### config.mk
export PLATFORM = sky130hd
export DESIGN_NAME = bank_stack_ctrl
export DESIGN_NICKNAME = d
export VERILOG_FILES = /design/src/rtl/bank_stack_pkg.sv /design/src/rtl/bank_event_arb.sv /design/src/rtl/bank_lifo.sv /design/src/rtl/bank_stack_ctrl.sv
export SDC_FILE = /design/constraint.sdc
export NUM_CORES = 1
export LEC_CHECK = 0
export BUFFER_PORTS_ARGS = -buffer_cell sky130_fd_sc_hd__clkbuf_2
export CORE_UTILIZATION = 47
export CTS_CLUSTER_SIZE = 14
export DETAILED_ROUTE_END_ITERATION = 12
export GPL_TIMING_DRIVEN = 0
export PLACE_DENSITY = 0.71
export SLEW_MARGIN = 20
export SYNTH_ARGS = -nofsm -noshare
export SYNTH_HDL_FRONTEND = slang
export SYNTH_SLANG_ARGS = --single-unit
### constraint.sdc
create_clock -name clk -period 2.25 [get_ports clk]
set_input_delay 0.225 -clock clk [delete_from_list [all_inputs] [get_ports clk]]
set_output_delay 0.225 -clock clk [all_outputs]
set_load 0.03 [all_outputs]
### src/rtl/bank_stack_pkg.sv
package bank_stack_pkg;
  localparam int BANK_W = 4;

  typedef logic [BANK_W-1:0] bank_t;

  // Source of the next current-bank value
  typedef enum logic [2:0] {
    SRC_HOLD,
    SRC_CALL,
    SRC_JMP,
    SRC_IRQ,
    SRC_NMI,
    SRC_POP
  } bank_src_e;

  typedef struct packed {
    logic      push;
    logic      pop;
    bank_src_e src;
  } bank_op_t;
endpackage

### src/rtl/bank_event_arb.sv
module bank_event_arb
  import bank_stack_pkg::*;
(
  input  logic     call_i,
  input  logic     ret_i,
  input  logic     jmp_i,
  input  logic     irq_i,
  input  logic     nmi_i,
  input  logic     rti_i,
  output bank_op_t op_o
);
  // Fixed priority: NMI > IRQ > return/interrupt return > call > jump
  always_comb begin
    op_o.push = 1'b0;
    op_o.pop  = 1'b0;
    op_o.src  = SRC_HOLD;
    if (nmi_i) begin
      op_o.push = 1'b1;
      op_o.src  = SRC_NMI;
    end else if (irq_i) begin
      op_o.push = 1'b1;
      op_o.src  = SRC_IRQ;
    end else if (ret_i || rti_i) begin
      op_o.pop  = 1'b1;
      op_o.src  = SRC_POP;
    end else if (call_i) begin
      op_o.push = 1'b1;
      op_o.src  = SRC_CALL;
    end else if (jmp_i) begin
      op_o.src  = SRC_JMP;
    end
  end
endmodule

### src/rtl/bank_lifo.sv
module bank_lifo
  import bank_stack_pkg::*;
#(
  parameter int DEPTH = 16
) (
  input  logic  clk,
  input  logic  rst_n,
  input  logic  push_i,
  input  logic  pop_i,
  input  bank_t push_data_i,
  output bank_t top_o,
  output logic  pop_ok_o,
  output logic  overflow_o,
  output logic  underflow_o
);
  localparam int CNT_W = $clog2(DEPTH + 1);
  localparam int PTR_W = (DEPTH > 1) ? $clog2(DEPTH) : 1;

  logic [CNT_W-1:0] cnt_q, cnt_d;
  logic             ovf_q, ovf_d, udf_q, udf_d;
  logic             full, empty, do_push, do_pop;
  logic [PTR_W-1:0] top_idx;
  bank_t            mem [DEPTH];

  always_comb begin
    full    = (cnt_q == CNT_W'(DEPTH));
    empty   = (cnt_q == '0);
    do_push = push_i && !full;
    do_pop  = pop_i && !empty;
    top_idx = empty ? '0 : PTR_W'(cnt_q - CNT_W'(1));
    cnt_d   = cnt_q;
    if (do_push)     cnt_d = cnt_q + CNT_W'(1);
    else if (do_pop) cnt_d = cnt_q - CNT_W'(1);
    ovf_d   = ovf_q || (push_i && full);
    udf_d   = udf_q || (pop_i && empty);
  end

  always_ff @(posedge clk or negedge rst_n) begin
    if (!rst_n) begin
      cnt_q <= '0;
      ovf_q <= 1'b0;
      udf_q <= 1'b0;
    end else begin
      cnt_q <= cnt_d;
      ovf_q <= ovf_d;
      udf_q <= udf_d;
    end
  end

  // One register per entry, written only when it is the slot being filled
  for (genvar gi = 0; gi < DEPTH; gi++) begin : g_entry
    always_ff @(posedge clk) begin
      if (do_push && (cnt_q == CNT_W'(gi))) mem[gi] <= push_data_i;
    end
  end

  assign top_o       = mem[top_idx];
  assign pop_ok_o    = do_pop;
  assign overflow_o  = ovf_q;
  assign underflow_o = udf_q;
endmodule

### src/rtl/bank_stack_ctrl.sv
module bank_stack_ctrl
  import bank_stack_pkg::*;
#(
  parameter int DEPTH  = 16,
  parameter int CPU_AW = 16
) (
  input  logic                     clk,
  input  logic                     rst_n,
  input  logic                     call_i,
  input  logic [BANK_W-1:0]        call_bank_i,
  input  logic                     ret_i,
  input  logic                     jmp_i,
  input  logic [BANK_W-1:0]        jmp_bank_i,
  input  logic                     irq_i,
  input  logic                     nmi_i,
  input  logic                     rti_i,
  input  logic                     irq_bank_we_i,
  input  logic                     nmi_bank_we_i,
  input  logic [BANK_W-1:0]        bank_wdata_i,
  input  logic [CPU_AW-1:0]        cpu_addr_i,
  output logic [BANK_W-1:0]        cur_bank_o,
  output logic [BANK_W+CPU_AW-1:0] phys_addr_o,
  output logic                     overflow_o,
  output logic                     underflow_o
);
  bank_op_t op;
  bank_t    cur_bank_q, cur_bank_d;
  bank_t    irq_bank_q, nmi_bank_q;
  bank_t    stk_top;
  logic     pop_ok, cur_en;

  bank_event_arb u_arb (
    .call_i (call_i),
    .ret_i  (ret_i),
    .jmp_i  (jmp_i),
    .irq_i  (irq_i),
    .nmi_i  (nmi_i),
    .rti_i  (rti_i),
    .op_o   (op)
  );

  bank_lifo #(.DEPTH(DEPTH)) u_lifo (
    .clk         (clk),
    .rst_n       (rst_n),
    .push_i      (op.push),
    .pop_i       (op.pop),
    .push_data_i (cur_bank_q),
    .top_o       (stk_top),
    .pop_ok_o    (pop_ok),
    .overflow_o  (overflow_o),
    .underflow_o (underflow_o)
  );

  always_comb begin
    cur_bank_d = cur_bank_q;
    unique case (op.src)
      SRC_CALL: cur_bank_d = call_bank_i;
      SRC_JMP:  cur_bank_d = jmp_bank_i;
      SRC_IRQ:  cur_bank_d = irq_bank_q;
      SRC_NMI:  cur_bank_d = nmi_bank_q;
      SRC_POP:  cur_bank_d = pop_ok ? stk_top : cur_bank_q;
      default:  cur_bank_d = cur_bank_q;
    endcase
    cur_en = (op.src != SRC_HOLD);
  end

  always_ff @(posedge clk or negedge rst_n) begin
    if (!rst_n)      cur_bank_q <= '0;
    else if (cur_en) cur_bank_q <= cur_bank_d;
  end

  always_ff @(posedge clk or negedge rst_n) begin
    if (!rst_n)             irq_bank_q <= '0;
    else if (irq_bank_we_i) irq_bank_q <= bank_wdata_i;
  end

  always_ff @(posedge clk or negedge rst_n) begin
    if (!rst_n)             nmi_bank_q <= '0;
    else if (nmi_bank_we_i) nmi_bank_q <= bank_wdata_i;
  end

  assign cur_bank_o  = cur_bank_q;
  assign phys_addr_o = {cur_bank_q, cpu_addr_i};
endmodule

==> metrics.txt <==
Slew headroom=between 30% and 40%; VDD IR max=0.674 mV; ys flop type=edfxtp_1; asr flop ratio synth=between 20 and 25%; largest net degree at the start of global routing=20; outcome=finished clean; largest fanout on the critical path=7; CTS tree=yes; # clock sinks=83; synthesis warning total=0; Fin. Hold Viols=0; Leak=0.00186 uW; skew final=11.7 ps; Syn Area/Cell=12.9 sq um; leading cell type in the layout, fill and taps excluded=edfxtp_1; fin util=58.5%; crit-path cells=inv_8 > ha_4 > or4b_4 > nand2b_2 > o21ai_1 > a31oi_4 > o21ai_2 > a311oi_2; area of the multi-input gates=1470 sq um; Non-Filler Instances=approximately 490; Final setup violation count=0; layout cell share with drive strength beyond 1=40.2%; filler instances=648; crit path max-delay cell type=or4b_4; Cells after Synth=306; GRT Total Usage=approximately a fifth; Die Wd=~94 um; DR DRC count=0; startpoint types=flop; global-route layer with the greatest usage=met2; Worst EP arrival=2500 ps; CTS clk-pin slew, worst paths=80 ps; Crit Path Class=reg2reg; die footprint=8760 sq um; Max Clock Freq=about 440 MHz; GR Layer Usage met3=5.61%; layout overhead on the synthesized area=21.3%; vias per cell=5.59; max_cap viols=0; met1 Use GR=28.7%; met2 Track Usage GR=33.3%; PwrDens=1320 nW/um^2; WL/cell=approximately 18 um; Die Y=93.6 um; CP required=2500 ps; vias in the first global route=2,490; GP Congestion=slightly above 0.8; TritonCTS Buffers=9; Ant. Diodes=0; remaining global-route overflow=0; Seq/Total Area, Yosys=roughly 60%; initial antenna violation count=0; Worst Hold Class=in2reg; Slew Viols, Final=0; Slew @ Worst Pin=1040 ps; Crit. End Element=flop; Synthesized Nets=350; Worst-Skew Late Latency=between 300 and 400 ps; core area=8180 sq um; DPL Wire Length=just over 6000 um; root buf cell=clkbuf_8; # port buffers=46; post-synthesis register bit count=between 80 and 90; placed insts=457; Initial Utilization=48.2%; Post-synth EDFFs=64; Tmin final=~2200 ps; register area=2400 sq um; Final Cycle Share=99.9%; Syn Std Cell Area=3940 sq um; Vias=between 2,000 and 3,000; distinct cell type count after synthesis=47; most frequent cells in the layout=edfxtp_1, clkbuf_2, buf_4, nor2_1; H-tree Lvls=3; Total Wirelength=8850 um; post-route ant nets=0; Initial DRC Count=approximately 140; DRT Pass-1 Iters=4; clk buf depth=2; Final nets=421; Hold WS=116 ps; Site Rows=33; Largest stage delay, worst path=540 ps; unrepaired setup endpoints after global routing=true; I/O pins=64; global-route wire length before repair=13,400 um
## registers in the layout, indices dropped and copies added, names as in the netlist
signal / count
u_lifo.underflow_o: 1
u_lifo.overflow_o: 1
cur_bank_o: 4
irq_bank_q: 4
nmi_bank_q: 4
u_lifo.cnt_q: 5
u_lifo.mem: 64
## per-stage QoR
step	area, sq um	worst slack, ps	power [uW]	TNS [ps]
final	4780	2.08	6310	0
after detailed placement	4340	-376	4790	-1300
after global placement	4340	-288	4760	-1140
after floorplan	3980	3.23	4070	0
after CTS	4650	-48.0	6040	-110
after global routing	4780	-77.7	6650	-239
## cell usage after synthesis (4+ instances only)
library cell	n	area, sq um
edfxtp_1	64	1920
nor2_1	22	82.6
buf_4	20	150
dfrtp_1	19	475
mux2_2	17	191
o21ai_0	17	85.1
nand2_1	14	52.6
and3_1	12	75.1
mux2i_1	12	120
nor3_1	7	35.0
a21oi_1	6	30.0
ha_1	6	75.1
a211oi_1	5	37.5
buf_2	5	25.0
clkbuf_1	5	18.8
nand2b_1	5	31.3
a22oi_1	4	30.0
a31oi_1	4	25.0
nand3_1	4	20.0
nand4b_1	4	35.0
nor2b_1	4	25.0
nor4b_1	4	35.0
o21ai_1	4	20.0
o221ai_1	4	35.0
xnor2_1	4	35.0
## cell type report
cell class / count / area share (%)
buffer: 29 / 4.53
clock buffer: 9 / 2.59
clock inverter: 6 / 0.707
inverter: 3 / 0.445
multi-input combinational: 188 / 30.7
sequential: 83 / 50.2
tap: 105 / 2.75
timing repair buffer: 63 / 8.06
## worst max-delay path: cells and delay by family (launching register included)
kind / cells / cell delay, ps
AO/OA/AOI/OAI: 4 / 730
adder cells (fa/ha/maj): 1 / 140
buffers and inverters: 1 / 80
flip-flops: 1 / 470
AND/OR/NAND/NOR: 2 / 740
## report_power, final
part	internal (uW)	switching (uW)
Clock	385	506
Combinational	1330	1710
Sequential	2050	328
Total	3760	2550
## timing repair
item                       in CTS  in global routing
setup endpoints to repair       4                  4
pin swaps                      10                 11
hold endpoints to repair       19                  0
gates resized for setup        18                 21
hold buffers                    1                  0
gates cloned                    1                  0
setup buffers                   9                  6
## logic make-up (layout without fill, tap and decap cells)
kind of cell               after synthesis  count (layout)  share of synthesized area [%]
AOI/OAI and AO/OA                       61              61                           10.2
xor gates and xnor gates                 4               4                          0.889
adders and majority gates                6               6                           1.90
buffers and inverters                   35             110                           5.78
DFF                                     83              83                           60.8
muxes                                   29              29                           7.90
and+or+nand+nor                         88              88                           12.5
## final timing paths
check | endpoint | depth (start not counted) | slack (ps) | startpoint
hold reg to reg | u_lifo.underflow_o | 1 | 470 | u_lifo.underflow_o
setup reg to reg | cur_bank_o[3] | 8 | 2 | u_lifo.cnt_q[0]
setup / recovery | cur_bank_o[3] | 8 | 2 | u_lifo.cnt_q[0]
max in group asynchronous | u_lifo.cnt_q[1] | 2 | 1510 | rst_n
min in group asynchronous | irq_bank_q[0] | 2 | 360 | rst_n
hold / removal | irq_bank_q[2] | 2 | 120 | bank_wdata_i[2]
## routing by layer
metal,share of wire [%],up-vias
li1,-,1281
met5,0,-
met4,1.9,0
met2,48,102
met1,44,1319
met3,5.6,13
No activity file was read; power rests on OpenSTA's default activity.
